## config.mk

```make
export PLATFORM = sky130hd
export DESIGN_NAME = ramp_timer
export DESIGN_NICKNAME = d
export VERILOG_FILES = /design/src/rtl/ramp_pkg.sv /design/src/rtl/ramp_regs.sv /design/src/rtl/ramp_counter.sv /design/src/rtl/ramp_sync_gen.sv /design/src/rtl/ramp_sample_trig.sv /design/src/rtl/ramp_irq_div.sv /design/src/rtl/ramp_timer.sv
export SDC_FILE = /design/constraint.sdc
export NUM_CORES = 1
export LEC_CHECK = 0
export ABC_AREA = 0
export BUFFER_PORTS_ARGS = -buffer_cell sky130_fd_sc_hd__buf_2
export CAP_MARGIN = 25
export CORE_MARGIN = 2
export CORE_UTILIZATION = 55
export CTS_BUF_LIST = sky130_fd_sc_hd__clkbuf_4 sky130_fd_sc_hd__clkbuf_8
export DETAILED_ROUTE_END_ITERATION = 6
export PLACE_DENSITY = 0.85
export REMOVE_ABC_BUFFERS = 1
export SYNTH_ARGS = -nofsm -noshare
export SYNTH_HDL_FRONTEND = slang
export SYNTH_SLANG_ARGS = --single-unit
```

## constraint.sdc

```tcl
create_clock -name clk -period 4.2 [get_ports clk]
set_input_delay 0.42 -clock clk [delete_from_list [all_inputs] [get_ports clk]]
set_output_delay 0.42 -clock clk [all_outputs]
set_load 0.01 [all_outputs]
```

## src/rtl/ramp_pkg.sv

```systemverilog
// Shared definitions for the ramp timer: register addresses, oversample
// modes and the interrupt divide decode.
package ramp_pkg;

    localparam logic [1:0] ADDR_PERIOD = 2'd0;
    localparam logic [1:0] ADDR_THRESH = 2'd1;
    localparam logic [1:0] ADDR_SAMPLE = 2'd2;
    localparam logic [1:0] ADDR_CTRL   = 2'd3;

    typedef enum logic [1:0] {
        OS_X1 = 2'd0,
        OS_X2 = 2'd1,
        OS_X4 = 2'd2,
        OS_X8 = 2'd3
    } os_mode_t;

    // Number of switching periods per interrupt for a divide setting.
    function automatic logic [8:0] div_periods(input logic [3:0] s);
        logic [8:0] sx;
        sx = {5'd0, s};
        if (s == 4'd0)
            return 9'd0;
        else if (s <= 4'd6)
            return 9'd1 << (sx - 9'd1);
        else if (s <= 4'd10)
            return (sx - 9'd4) << 4;
        else
            return (sx - 9'd7) << 5;
    endfunction

endpackage

```

## src/rtl/ramp_regs.sv

```systemverilog
// Register file for the ramp timer. Each register has a pending copy that
// the bus writes and an active copy used by the timer. Active copies load
// when 'load' is high (period end, or timer stopped). Run enable and
// sequencer route apply at once. Assumes one write per cycle at most.
module ramp_regs
    import ramp_pkg::*;
#(
    parameter int CNT_W = 16
) (
    input  logic             clk,
    input  logic             rst_n,
    input  logic             wr_en,
    input  logic [1:0]       wr_addr,
    input  logic [CNT_W-1:0] wr_data,
    input  logic             load,
    output logic [CNT_W-1:0] per_act,
    output logic [CNT_W-1:0] thr_act,
    output logic [CNT_W-1:0] samp_act,
    output os_mode_t         os_act,
    output logic [3:0]       div_act,
    output logic             route,
    output logic             run
);

    logic [CNT_W-1:0] per_pend, thr_pend, samp_pend;
    os_mode_t         os_pend;
    logic [3:0]       div_pend;

    // Capture bus writes into the pending copies and immediate control bits.
    always_ff @(posedge clk) begin
        if (!rst_n) begin
            per_pend  <= '0;
            thr_pend  <= '0;
            samp_pend <= '0;
            os_pend   <= OS_X1;
            div_pend  <= '0;
            route     <= 1'b0;
            run       <= 1'b0;
        end else if (wr_en) begin
            case (wr_addr)
                ADDR_PERIOD: per_pend  <= wr_data;
                ADDR_THRESH: thr_pend  <= wr_data;
                ADDR_SAMPLE: samp_pend <= wr_data;
                default: begin
                    os_pend  <= os_mode_t'(wr_data[1:0]);
                    div_pend <= wr_data[5:2];
                    route    <= wr_data[6];
                    run      <= wr_data[7];
                end
            endcase
        end
    end

    // Transfer pending values to the active copies at the load point.
    always_ff @(posedge clk) begin
        if (!rst_n) begin
            per_act  <= '0;
            thr_act  <= '0;
            samp_act <= '0;
            os_act   <= OS_X1;
            div_act  <= '0;
        end else if (load) begin
            per_act  <= per_pend;
            thr_act  <= thr_pend;
            samp_act <= samp_pend;
            os_act   <= os_pend;
            div_act  <= div_pend;
        end
    end

    assert_shadow_hold_R3: assert property (@(posedge clk) disable iff (!rst_n)
        !load |=> $stable(per_act) && $stable(thr_act) && $stable(samp_act));

endmodule

```

## src/rtl/ramp_counter.sv

```systemverilog
// Ramp counter: counts 0..P-1 while running, restarts on sync_in, and
// holds 0 while stopped. Periods below MIN_PER are raised to MIN_PER.
// 'wrap' flags the last cycle of a period (natural or sync restart).
module ramp_counter #(
    parameter int CNT_W   = 16,
    parameter int MIN_PER = 8
) (
    input  logic             clk,
    input  logic             rst_n,
    input  logic             run,
    input  logic             sync_in,
    input  logic [CNT_W-1:0] per_act,
    output logic [CNT_W-1:0] cnt,
    output logic [CNT_W-1:0] per_eff,
    output logic             wrap
);

    localparam logic [CNT_W-1:0] MIN_P = CNT_W'(MIN_PER);

    // Effective period after the lower clamp, and the period-end flag.
    always_comb begin
        per_eff = (per_act < MIN_P) ? MIN_P : per_act;
        wrap    = run && (sync_in || (cnt == per_eff - 1'b1));
    end

    // Advance, wrap or clear the ramp.
    always_ff @(posedge clk) begin
        if (!rst_n)
            cnt <= '0;
        else if (!run || wrap)
            cnt <= '0;
        else
            cnt <= cnt + 1'b1;
    end

    assert_cnt_in_range_R1: assert property (@(posedge clk) disable iff (!rst_n)
        run |-> cnt < per_eff);
    assert_hold_stopped_R1: assert property (@(posedge clk) disable iff (!rst_n)
        !run |=> cnt == '0);
    assert_sync_restart_R4: assert property (@(posedge clk) disable iff (!rst_n)
        run && sync_in |=> cnt == '0);

endmodule

```

## src/rtl/ramp_sync_gen.sv

```systemverilog
// Sync output generator: starts a PULSE-cycle pulse in the cycle after the
// ramp equals the threshold. A new match restarts the pulse.
module ramp_sync_gen #(
    parameter int CNT_W = 16,
    parameter int PULSE = 64
) (
    input  logic             clk,
    input  logic             rst_n,
    input  logic             run,
    input  logic [CNT_W-1:0] cnt,
    input  logic [CNT_W-1:0] thr,
    output logic             sync_out
);

    localparam int SC_W = $clog2(PULSE + 1);
    localparam logic [SC_W-1:0] PULSE_V = SC_W'(PULSE);

    logic [SC_W-1:0] left;

    // Load the pulse length on a match, otherwise count down.
    always_ff @(posedge clk) begin
        if (!rst_n || !run)
            left <= '0;
        else if (cnt == thr)
            left <= PULSE_V;
        else if (left != '0)
            left <= left - 1'b1;
    end

    assign sync_out = (left != '0);

    assert_sync_start_R5: assert property (@(posedge clk) disable iff (!rst_n)
        $rose(sync_out) |-> $past(cnt == thr) && $past(run));

endmodule

```

## src/rtl/ramp_sample_trig.sv

```systemverilog
// ADC sample trigger. Code X1 fires once, one cycle after the ramp equals
// the sample position. Codes X2/X4/X8 split the period into N steps of
// floor(P/N) with a sub-step counter and fire at the start of each of the
// first N steps; the remainder extends the last step.
module ramp_sample_trig
    import ramp_pkg::*;
#(
    parameter int CNT_W = 16
) (
    input  logic             clk,
    input  logic             rst_n,
    input  logic             run,
    input  logic             wrap,
    input  logic [CNT_W-1:0] cnt,
    input  logic [CNT_W-1:0] per_eff,
    input  logic [CNT_W-1:0] samp,
    input  os_mode_t         os,
    output logic             trig
);

    logic [CNT_W-1:0] step;
    logic [3:0]       n_trig;
    logic [CNT_W-1:0] sub;
    logic [3:0]       idx;
    logic             fire;

    // Step length, trigger count and the fire decision for this cycle.
    always_comb begin
        step   = per_eff >> os;
        n_trig = 4'd1 << os;
        if (os == OS_X1)
            fire = (cnt == samp);
        else
            fire = (sub == '0) && (idx < n_trig);
    end

    // Step through the period and register the trigger.
    always_ff @(posedge clk) begin
        if (!rst_n || !run) begin
            sub  <= '0;
            idx  <= '0;
            trig <= 1'b0;
        end else begin
            trig <= fire;
            if (wrap) begin
                sub <= '0;
                idx <= '0;
            end else if (sub == step - 1'b1) begin
                sub <= '0;
                if (idx < n_trig)
                    idx <= idx + 1'b1;
            end else begin
                sub <= sub + 1'b1;
            end
        end
    end

    assert_single_pos_R6: assert property (@(posedge clk) disable iff (!rst_n)
        trig && $past(os == OS_X1) |-> $past(cnt == samp));
    assert_trig_running_R7: assert property (@(posedge clk) disable iff (!rst_n)
        trig |-> $past(run));

endmodule

```

## src/rtl/ramp_irq_div.sv

```systemverilog
// Interrupt divider: counts period ends and pulses irq after the N-th one,
// N taken from the divide table. Setting 0 disables the interrupt. The
// same pulse goes to seq_trig when route is set.
module ramp_irq_div
    import ramp_pkg::*;
(
    input  logic       clk,
    input  logic       rst_n,
    input  logic       run,
    input  logic       wrap,
    input  logic [3:0] div,
    input  logic       route,
    output logic       irq,
    output logic       seq_trig
);

    logic [8:0] periods;
    logic [8:0] seen;
    logic       hit;

    // Decode the divide setting and detect the N-th period end.
    always_comb begin
        periods = div_periods(div);
        hit     = wrap && (div != 4'd0) && (seen >= periods - 9'd1);
    end

    // Count period ends and register the interrupt and sequencer pulses.
    always_ff @(posedge clk) begin
        if (!rst_n || !run) begin
            seen     <= '0;
            irq      <= 1'b0;
            seq_trig <= 1'b0;
        end else begin
            irq      <= hit;
            seq_trig <= hit && route;
            if (hit || div == 4'd0)
                seen <= '0;
            else if (wrap)
                seen <= seen + 9'd1;
        end
    end

    assert_irq_on_wrap_R8: assert property (@(posedge clk) disable iff (!rst_n)
        irq |-> $past(wrap));
    assert_seq_with_irq_R9: assert property (@(posedge clk) disable iff (!rst_n)
        seq_trig |-> irq);

endmodule

```

## src/rtl/ramp_timer.sv

```systemverilog
// Top of the PWM ramp timer. Ties the register file, ramp counter, sync
// output, sample trigger and interrupt divider together. Shadowed values
// load at each period end, or continuously while the timer is stopped.
module ramp_timer #(
    parameter int CNT_W      = 16,
    parameter int SYNC_PULSE = 64,
    parameter int MIN_PERIOD = 8
) (
    input  logic             clk,
    input  logic             rst_n,
    input  logic             bus_wr,
    input  logic [1:0]       bus_addr,
    input  logic [CNT_W-1:0] bus_wdata,
    input  logic             sync_in,
    output logic [CNT_W-1:0] ramp_cnt,
    output logic             sync_out,
    output logic             adc_trig,
    output logic             irq,
    output logic             seq_trig
);

    import ramp_pkg::*;

    logic [CNT_W-1:0] per_act, thr_act, samp_act, per_eff;
    os_mode_t         os_act;
    logic [3:0]       div_act;
    logic             route, run, wrap, load;

    assign load = wrap || !run;

    ramp_regs #(.CNT_W(CNT_W)) u_regs (
        .clk(clk), .rst_n(rst_n),
        .wr_en(bus_wr), .wr_addr(bus_addr), .wr_data(bus_wdata),
        .load(load),
        .per_act(per_act), .thr_act(thr_act), .samp_act(samp_act),
        .os_act(os_act), .div_act(div_act), .route(route), .run(run)
    );

    ramp_counter #(.CNT_W(CNT_W), .MIN_PER(MIN_PERIOD)) u_cnt (
        .clk(clk), .rst_n(rst_n), .run(run), .sync_in(sync_in),
        .per_act(per_act), .cnt(ramp_cnt), .per_eff(per_eff), .wrap(wrap)
    );

    ramp_sync_gen #(.CNT_W(CNT_W), .PULSE(SYNC_PULSE)) u_sync (
        .clk(clk), .rst_n(rst_n), .run(run),
        .cnt(ramp_cnt), .thr(thr_act), .sync_out(sync_out)
    );

    ramp_sample_trig #(.CNT_W(CNT_W)) u_samp (
        .clk(clk), .rst_n(rst_n), .run(run), .wrap(wrap),
        .cnt(ramp_cnt), .per_eff(per_eff), .samp(samp_act),
        .os(os_act), .trig(adc_trig)
    );

    ramp_irq_div u_irq (
        .clk(clk), .rst_n(rst_n), .run(run), .wrap(wrap),
        .div(div_act), .route(route), .irq(irq), .seq_trig(seq_trig)
    );

endmodule

```

After elaboration in Yosys (flattened, before gate mapping)
Index checks and enable logic that the tools add are counted.
{"block": "classes", "add_sub_neg": 11, "mul": 0, "div_mod_pow": 0, "magnitude_cmp": 5, "eq_ne": 6, "shift": 3, "muxes": 7, "n_bitwise": 2, "n_reduce_logical": 29}
{"cell": "16-bit equality test", "count": 4}
{"cell": "16-bit by 1-bit adder with 16-bit output, second input constant", "count": 2}
{"cell": "16-bit by 1-bit subtractor with 16-bit output, second input constant", "count": 2}
{"cell": "9-bit 2-to-1 mux", "count": 3}
{"cell": "16-bit zero test", "count": 1}
{"cell": "16-bit by 4-bit less-than comparator with 1-bit output, second input constant", "count": 1}
{"cell": "16-bit 2-to-1 mux", "count": 1}
{"cell": "16-bit by 2-bit right shift with 16-bit output", "count": 1}
{"cell": "7-bit 2-to-1 mux", "count": 2}
{"cell": "2-bit AND reduction", "count": 5}
{"cell": "9-bit by 1-bit adder with 9-bit output, second input constant", "count": 1}
{"cell": "9-bit >= comparator", "count": 1}
{"cell": "1-bit by 9-bit left shift with 9-bit output, first input constant", "count": 1}
{"cell": "9-bit by 1-bit subtractor with 9-bit output, second input constant", "count": 1}
{"cell": "2-bit OR reduction", "count": 4}
{"cell": "7-bit nonzero test", "count": 1}
{"cell": "7-bit by 1-bit subtractor with 7-bit output, second input constant", "count": 1}
{"cell": "3-bit OR reduction", "count": 2}
{"cell": "1-bit logical AND", "count": 5}
{"cell": "4-bit by 1-bit subtractor with 5-bit output, second input constant", "count": 1}
{"cell": "4-bit by 3-bit subtractor with 5-bit output, second input constant", "count": 1}
{"cell": "4-bit by 1-bit adder with 4-bit output, second input constant", "count": 1}
{"cell": "4-bit by 3-bit less-or-equal comparator with 1-bit output, second input constant", "count": 1}
{"cell": "4-bit less-or-equal comparator, second input constant", "count": 1}
{"cell": "13 further kinds", "count": 19}
{"block": "word_totals", "register_bits": 165, "latch_bits": 0, "mem_bits_rw": 0, "mem_bits_ro": 0, "in_bits": 22, "output_inout_bits": 20, "n_memories": 0}

Depth between registers and ports, before layout
Gate-level depths: netlist (run 1).
{"block": "logic_depth", "word_depth": 10, "depth_mapped": 18, "ltp_nobuf": 17}

Modules after synthesis
A second synthesis (run 1) with hierarchy kept.
{"block": "hier_totals", "hier_cells": 1072, "area_unflattened_um2": 10012.1}
{"module": "ramp_regs", "n_inst": 1, "cells_each": 376, "area_per_inst_um2": 4171.5}
{"module": "ramp_sample_trig", "n_inst": 1, "cells_each": 302, "area_per_inst_um2": 2528.7}
{"module": "ramp_counter", "n_inst": 1, "cells_each": 191, "area_per_inst_um2": 1534.0}
{"module": "ramp_irq_div", "n_inst": 1, "cells_each": 145, "area_per_inst_um2": 1234.9}
{"module": "ramp_sync_gen", "n_inst": 1, "cells_each": 57, "area_per_inst_um2": 536.8}
{"module": "ramp_timer", "n_inst": 1, "cells_each": 1, "area_per_inst_um2": 6.3}

Worst setup path after synthesis (run 1)
No wires, ideal clock.
{"block": "synth_timing", "path_type": "reg-to-reg", "startpoint": "register u_regs.per_act[9]", "endpoint": "register u_irq.seen[6]", "setup_time_ps": 70, "arrival_ps": 3985, "required_time_ps": 4130, "slack_ps": 145, "path_stages_with_launch": 17, "cell_sequence": "dfxtp_1 -> buf_6 -> or3_4 -> or3_1 -> buf_2 -> o21ai_0 -> ha_1 -> nor4b_1 -> nand2_1 -> o31ai_1 -> nand3_1 -> nor4_2 -> and4_4 -> nor2_2 -> buf_6 -> or4_1 -> a21oi_1"}
{"block": "synth_via", "elab_chain_len": 10}
{"item": "start: declaration", "line": "ramp_regs.sv:16", "rtl": "output logic [CNT_W-1:0] per_act,"}
{"item": "start signal: assignment", "line": "ramp_regs.sv:63", "rtl": "per_act <= per_pend;"}
{"item": "16-bit by 4-bit less-than comparator with 1-bit output", "line": "ramp_counter.sv:22", "rtl": "per_eff = (per_act < MIN_P) ? MIN_P : per_act;"}
{"item": "16-bit 2-to-1 mux *", "line": "ramp_counter.sv:22"}
{"item": "16-bit by 1-bit subtractor with 16-bit output *", "line": "ramp_counter.sv:23", "rtl": "wrap = run && (sync_in || (cnt == per_eff - 1'b1));"}
{"item": "16-bit equality test *", "line": "ramp_counter.sv:23"}
{"item": "1-bit logical OR *", "line": "ramp_counter.sv:23"}
{"item": "1-bit logical AND *", "line": "ramp_counter.sv:23"}
{"item": "1-bit logical AND (2 in series)", "line": "ramp_irq_div.sv:24", "rtl": "hit = wrap && (div != 4'd0) && (seen >= periods - 9'd1);"}
{"item": "1-bit logical OR", "line": "ramp_irq_div.sv:36", "rtl": "if (hit || div == 4'd0)"}
{"item": "2-bit OR reduction (no source line)"}
{"item": "end signal: assignment", "line": "ramp_irq_div.sv:39", "rtl": "seen <= seen + 9'd1;"}
{"item": "end: declaration", "line": "ramp_irq_div.sv:18", "rtl": "logic [8:0] seen;"}
Every way passes the cells marked *; elsewhere a longest branch is shown, timed or not.
A chain may end at the register's enable or synchronous reset.

Worst setup path in the final report (run 1)
{"block": "layout_timing", "startpoint": "register u_regs.per_act[8]", "endpoint": "register u_samp.idx[1]"}
{"block": "layout_via", "elab_chain_len": 7}
{"item": "16-bit by 4-bit less-than comparator with 1-bit output", "line": "ramp_counter.sv:22"}
{"item": "16-bit 2-to-1 mux *", "line": "ramp_counter.sv:22"}
{"item": "branches (longest 5 deep; another with 16-bit by 1-bit subtractor with 16-bit output)"}
{"item": "end signal: assignment", "line": "ramp_sample_trig.sv:51", "rtl": "idx <= idx + 1'b1;"}
{"item": "end: declaration", "line": "ramp_sample_trig.sv:24", "rtl": "logic [3:0] idx;"}
Mark *: on every way between the ends.

==> results.sh, run 1 <==
export IMPL_critPathSlowestCell="or3_4"
export IMPL_p_leak_nw=4.361
export IMPL_crit_fanout=9
export IMPL_ys_seq_elements=165
export IMPL_p_per_area_mw_per_mm2=303.6
export IMPL_clk_pin_slew_ns=0.10
export IMPL_crit_type="flip-flop to flip-flop"
export IMPL_floorplan_die_height_um=135.7
export IMPL_synthCells=1109
export IMPL_initial_core_util=0.5575
export IMPL_routabilityCongestion=0.9177
export IMPL_synth_seq_area_share=0.3462
export IMPL_hold_viol=0
export IMPL_maxCapViolations=0
export IMPL_first_pass_iters=5
export IMPL_end_kind="flip-flop"
export IMPL_final_period_utilization=0.9605
export IMPL_slew_headroom=0.3121
export IMPL_yosys_top_cells_area="dfxtp_1 (35%), mux2i_1 (8.3%), xnor2_1 (6.4%)"
export IMPL_critPathRequiredTime_ns=4.54
export IMPL_ys_warn_count=0
export IMPL_grt_pass1_wl_mm=36.72
export IMPL_crit_chain="or3_4, or3_1, buf_4, o21ai_0, o21a_1, ha_1, inv_1, a211oi_1, nand3_1, a21oi_1, nand2_1, xnor2_1, nand4_1, o311a_1, a31o_2"
export IMPL_crit_buf_inv=2
export IMPL_fin_skew_ns=0.02819
export IMPL_antenna_found_initial=0
export IMPL_portBuffers=41
export IMPL_ant_nets=0
export IMPL_setup_viol=0
export IMPL_grt_pass1_vias=7436
export IMPL_first_iter_violations=465
export IMPL_period_minus_slack_ns=4.034
export IMPL_dp_cells=1328
export IMPL_pre_cts_ws_ns=0.1162
export IMPL_routed_wl_mm=22.57
export IMPL_synth_commonest_cells="dfxtp_1 (165), nand2_1 (153), mux2i_1 (79)"
export IMPL_grt_max_degree=112
export IMPL_num_vias=7849
export IMPL_numCtsBuffers=17
export IMPL_ys_types=76
export IMPL_hp_start="bus_wdata[13]"
export IMPL_worst_slew_pin_slew_ns=1.027
export IMPL_rr_startpoint="u_regs.per_act[8]"
export IMPL_synth_top_area_share=0.3462
export IMPL_clk_root_buffer_cell="clkbuf_8"
export IMPL_grt_overflow=0
export IMPL_core_region_area_mm2=0.01712
export IMPL_area_delta_synth_final_pct=8.877
export IMPL_dp_hpwl_mm=16.00
export IMPL_die_w_um=135.7
export IMPL_vdd_ir_drop_max_mv=0.2714
export IMPL_slew_violations=0
export IMPL_drive_above_1_share=0.1303
export IMPL_cpPeakStageDelay_ns=0.42
export IMPL_cts_buffer_depth=2
export IMPL_r2r_slack_ns=0.17
export IMPL_fin_ws_ns=0.1657
export IMPL_worstSetupStartpoint="u_regs.per_act[8]"
export IMPL_boundaryPins=42
export IMPL_utilization=0.6069
export IMPL_track_usage=0.2485
export IMPL_instances_no_fill=1361
export IMPL_synth_largest_area_cell="dfxtp_1"
export IMPL_syn_avg_cell_area_um2=8.604
export IMPL_avgRoutedWirePerCell_um=16.59
export IMPL_status="complete, no violations"
export IMPL_hold_buffers=0
export IMPL_cts_sinks=165
export IMPL_layout_nets=1173
export IMPL_num_rows=48
export IMPL_synth_edf_count=0
export IMPL_grt_setup_unrepaired="true"
export IMPL_remaining_drc_errors=0
export IMPL_ys_async_sr_fraction=0
export IMPL_clock_fmax_ghz=0.2479
export IMPL_critPathTopFamily="compound AO/OA/AOI/OAI gates"
export IMPL_min_path_type="primary input to flip-flop"
export IMPL_whs_ns=0.2291
export IMPL_antenna_cells=0
export IMPL_cts_tree="built"
export IMPL_htreeDepth=4
export IMPL_synthFlopType="dfxtp_1"
export IMPL_crit_arrival_ns=4.37
export IMPL_cp_start_kind="flip-flop"
export IMPL_clock_latency_ns=0.47
export IMPL_synth_area_mm2=0.009542
export IMPL_viasPerCell=5.767
export IMPL_die_area_mm2=0.01842
export IMPL_synth_most_common_cell="dfxtp_1"
-- worst register-to-register path, stage by stage, from the launching register on --
cell      delay [ns]
dfxtp_1         0.32
or3_4           0.42
or3_1           0.35
buf_4           0.19
o21ai_0         0.23
o21a_1          0.20
ha_1            0.22
inv_1           0.09
a211oi_1        0.20
nand3_1         0.14
a21oi_1         0.29
nand2_1         0.10
xnor2_1         0.25
nand4_1         0.28
o311a_1         0.41
a31o_2          0.21
-- metrics by stage --
stage	power (mW)	instance area (µm²)	TNS, ns
2_1_floorplan	1.903	9195	-85.90
3_3_place_gp	2.018	9952	0
3_5_place_dp	2.028	9952	0
4_1_cts	3.159	10350	0
5_1_grt	3.272	10390	-0.08316
6_report	3.154	10390	0
-- placed cells by master (no fill, tap or decap), types with 5 or more instances in the layout --
| cell | instances |
|---|---|
| xor2_1 | 56 |
| and2_1 | 5 |
| dfxtp_1 | 165 |
| nand2b_1 | 13 |
| buf_4 | 31 |
| nor4_1 | 17 |
| mux2_2 | 8 |
| nor2_1 | 57 |
| inv_8 | 5 |
| or3_1 | 7 |
| or4_1 | 6 |
| ha_1 | 28 |
| inv_1 | 25 |
| buf_2 | 41 |
| a21oi_1 | 23 |
| o21ai_0 | 18 |
| a211oi_1 | 8 |
| nor3_1 | 31 |
| nor2b_1 | 66 |
| xnor2_1 | 70 |
| a21boi_0 | 49 |
| nand2_1 | 153 |
| clkbuf_8 | 18 |
| nand4_1 | 20 |
| nand3_1 | 29 |
| mux2i_1 | 79 |
| and3_1 | 5 |
-- report_power, final --
part / total, mW / internal (mW) / leakage, nW / switching (mW)
clock: 1.15 / 0.464 / 0.200 / 0.682
combinational: 0.397 / 0.169 / 2.83 / 0.228
sequential: 1.61 / 1.59 / 1.33 / 0.0204
total: 3.15 / 2.22 / 4.36 / 0.930
-- layout make-up --
class                      count  area (µm²)
inverter                      26       97.59
fill                        1429        6728
clock inverter                14       148.9
timing repair buffer          74       469.2
sequential                   165        3303
multi-input combinational    839        5841
clock buffer                  18       247.7
tap                          225       281.5
-- routing by layer --
metal / up-vias / global-route usage / routed length, µm
met5: - / 0 / 0
met4: 0 / 0.08333 / 455
met3: 44 / 0.04377 / 1202
met2: 244 / 0.4195 / 10940
met1: 3717 / 0.3212 / 9971
li1: 3844 / - / -
-- worst paths after layout --
| path | to | cells past startpoint |
|---|---|---|
| setup reg to reg | u_samp.idx[1] | 15 |
| setup / recovery | u_samp.idx[1] | 15 |
| hold reg to reg | u_sync.left[6] | 2 |
| hold / removal | u_regs.per_pend[13] | 3 |
-- cells by family (layout without fill, tap and decap cells) --
family,Yosys count,after routing,share of synthesized area
muxes,91,91,0.1018
and+or+nand+nor,439,439,0.2345
DFF,165,165,0.3462
AOI/OAI and AO/OA,155,155,0.1187
adders and majority gates,28,28,0.03672
buffers and inverters,105,132,0.04655
xor gates and xnor gates,126,126,0.1157
-- state kept, by name (all words and copies together) (netlist names) --
signal and count:
u_regs.thr_pend 16, u_irq.seq_trig 1, u_regs.os_act 2, u_regs.div_pend 4, u_regs.os_pend 2, u_regs.samp_pend 16, u_samp.idx 4, u_regs.run 1
u_sync.left 7, u_regs.div_act 4, u_regs.route 1, u_cnt.cnt 16, u_regs.thr_act 16, u_regs.per_act 16, u_regs.per_pend 16, u_samp.trig 1
u_irq.irq 1, u_samp.sub 16, u_irq.seen 9, u_regs.samp_act 16
-- repair_timing --
item                       4_1_cts  5_1_grt
resized for setup                0        9
setup endpoints to repair        0       88
setup buffers                    0        1
(Power assumes the default switching activity.)
==> inputs of run 2 (changes only) <==
--- a/config.mk
+++ b/config.mk
@@ -13,6 +13,7 @@
 export CTS_BUF_LIST = sky130_fd_sc_hd__clkbuf_4 sky130_fd_sc_hd__clkbuf_8
 export DETAILED_ROUTE_END_ITERATION = 6
 export PLACE_DENSITY = 0.85
+export RECOVER_POWER = 50
 export REMOVE_ABC_BUFFERS = 1
 export SYNTH_ARGS = -nofsm -noshare
 export SYNTH_HDL_FRONTEND = slang
==> run 2 against run 1 <==
  * The flow now finishes with violations (capacitance limit, slew limit)
  * Register-to-register slack about the same
  * Count of clock-buffer cells in the layout unchanged
  * Sequential power about the same
  * First-iteration DRC count increased by 4.1%
  * Total power about the same
  * Cell count did not move
  * Combinational power is essentially flat
  * Setup slack gained 0.015 ns
  * Non-clock buffer count unchanged
  * Via count up 0.68%
  * Wire length is 0.21% lower
  * Hold slack gained 0.0011 ns
  * Critical path type unchanged
==> results.sh, run 2 (synthesis results as in run 1) <==
export IMPL_status="finished with violations"
export IMPL_violations="capacitance limit, slew limit"
export IMPL_rr_startpoint="u_regs.per_act[8]"
export IMPL_power_total_mw=3.156
export IMPL_critPathTopFamily="compound AO/OA/AOI/OAI gates"
export IMPL_avgRoutedWirePerCell_um=16.55
export IMPL_crit_buf_inv=2
export IMPL_routabilityCongestion=0.9177
export IMPL_reg2reg_to="u_samp.idx[1]"
export IMPL_viasPerCell=5.806
export IMPL_grt_pass1_vias=7436
export IMPL_grt_overflow=0
export IMPL_utilization=0.6045
export IMPL_crit_fanout=9
export IMPL_antenna_cells=0
export IMPL_boundaryPins=42
export IMPL_cts_sinks=165
export IMPL_clk_root_buffer_cell="clkbuf_8"
export IMPL_setup_viol=0
export IMPL_clk_pin_slew_ns=0.11
export IMPL_routed_wl_mm=22.53
export IMPL_tns_ns=0
export IMPL_grt_pass1_wl_mm=36.72
export IMPL_crit_arrival_ns=4.36
export IMPL_critPathRequiredTime_ns=4.54
export IMPL_drive_above_1_share=0.1100
export IMPL_cp_start_kind="flip-flop"
export IMPL_r2r_slack_ns=0.18
export IMPL_critPathSlowestCell="or3_4"
export IMPL_track_usage=0.2485
export IMPL_p_per_area_mw_per_mm2=305.1
export IMPL_crit_cells=15
export IMPL_worstSetupStartpoint="u_regs.per_act[8]"
export IMPL_grt_max_degree=112
export IMPL_clock_latency_ns=0.47
export IMPL_dp_hpwl_mm=16.00
export IMPL_cts_buffer_depth=2
export IMPL_placed_area_mm2=0.009952
export IMPL_crit_type="flip-flop to flip-flop"
export IMPL_first_pass_iters=5
export IMPL_ant_nets=0
export IMPL_worst_slew_pin_slew_ns=3.562
export IMPL_num_rows=48
export IMPL_slew_headroom=-1.375
export IMPL_remaining_drc_errors=0
export IMPL_core_region_area_mm2=0.01712
export IMPL_area_delta_synth_final_pct=8.432
export IMPL_floorplan_die_height_um=135.7
export IMPL_cpPeakStageDelay_ns=0.42
export IMPL_hold_viol=0
export IMPL_p_leak_nw=4.266
export IMPL_r2r_worst_path_cells=15
export IMPL_layout_nets=1173
export IMPL_num_vias=7902
export IMPL_die_area_mm2=0.01842
export IMPL_slew_violations=112
export IMPL_end_kind="flip-flop"
export IMPL_htreeDepth=4
export IMPL_numCtsBuffers=17
export IMPL_final_common_cell="dfxtp_1"
export IMPL_final_area_mm2=0.01035
export IMPL_crit_chain="or3_4, or3_1, buf_4, o21ai_0, o21a_1, ha_1, inv_1, a211oi_1, nand3_1, a21oi_1, nand2_1, xnor2_1, nand4_1, o311a_1, a31o_2"
export IMPL_period_minus_slack_ns=4.019
export IMPL_antenna_found_initial=0
export IMPL_first_iter_violations=484
export IMPL_initial_core_util=0.5575
export IMPL_fin_skew_ns=0.02896
export IMPL_final_period_utilization=0.9570
export IMPL_portBuffers=41
export IMPL_final_cell_mix="dfxtp_1 (165), nand2_1 (153), mux2i_1 (79)"
export IMPL_grt_setup_unrepaired="true"
export IMPL_cts_tree="built"
export IMPL_endpoint="u_samp.idx[1]"
export IMPL_clock_fmax_ghz=0.2488
export IMPL_min_path_type="primary input to flip-flop"
export IMPL_maxCapViolations=1
export IMPL_die_w_um=135.7
export IMPL_vdd_ir_drop_max_mv=0.2716
-- run 2: changes by cell type in the layout (fill, tap and decap cells not counted), sizes merged --
| cell | before | now |
|---|---|---|
| buf | 74 | 51 |
| clkbuf | 18 | 41 |
-- run 2: what timing repair did --
action                                  4_1_cts  5_1_grt
endpoints found under the setup margin        0       88
buffers inserted                              0        1
hold buffers                                  0        0
gates resized for setup                       0        9
-- run 2: final cells by class --
type	instances	area [µm²]
Clock buffer	18	247.7
Multi-Input combinational cell	839	5828
Sequential cell	165	3303
Fill cell	1443	6770
Inverter	26	97.59
Tap cell	225	281.5
Timing Repair Buffer	74	439.2
Clock inverter	14	148.9
-- run 2: worst min path at each step --
stage                    from                   to  slack [ns]  depth (start not counted)
2_1_floorplan  u_sync.left[6]       u_sync.left[6]        0.44                          2
3_3_place_gp   u_sync.left[6]       u_sync.left[6]        0.44                          2
3_5_place_dp   u_sync.left[6]       u_sync.left[6]        0.45                          2
4_1_cts         bus_wdata[13]  u_regs.per_pend[13]        0.20                          3
5_1_grt         bus_wdata[13]  u_regs.per_pend[13]        0.21                          3
6_report        bus_wdata[11]  u_regs.thr_pend[11]        0.23                          3
-- run 2: routing by layer --
layer | GRT usage | up-vias | wire [µm]
met5 | 0 | - | 0
met4 | 0.08333 | 0 | 466
met3 | 0.04377 | 45 | 1227
met2 | 0.4195 | 245 | 10920
li1 | - | 3845 | -
met1 | 0.3212 | 3767 | 9916
-- run 2: where the power goes --
group,internal (mW),leakage (nW),switching (mW)
registers,1.59,1.33,0.0202
logic,0.172,2.73,0.228
clock network,0.463,0.200,0.681
-- run 2: through the flow --
step | hold WS (ns) | worst slack, ns | instances
after floorplan | 0.4367 | -1.480 | 1030
after global placement | 0.4442 | 0.2245 | 1328
after detailed placement | 0.4490 | 0.1162 | 1328
after CTS | 0.2037 | 0.07439 | 1360
after global routing | 0.2116 | -0.05010 | 1361
final | 0.2302 | 0.1806 | 1361
-- run 2: worst reg2reg max path: stages, from the launching register on --
cell and delay, ns:
dfxtp_1 0.32, or3_4 0.42, or3_1 0.34, buf_4 0.19, o21ai_0 0.23, o21a_1 0.20, ha_1 0.22, inv_1 0.09
a211oi_1 0.20, nand3_1 0.14, a21oi_1 0.29, nand2_1 0.10, xnor2_1 0.24, nand4_1 0.28, o311a_1 0.41, a31o_2 0.21
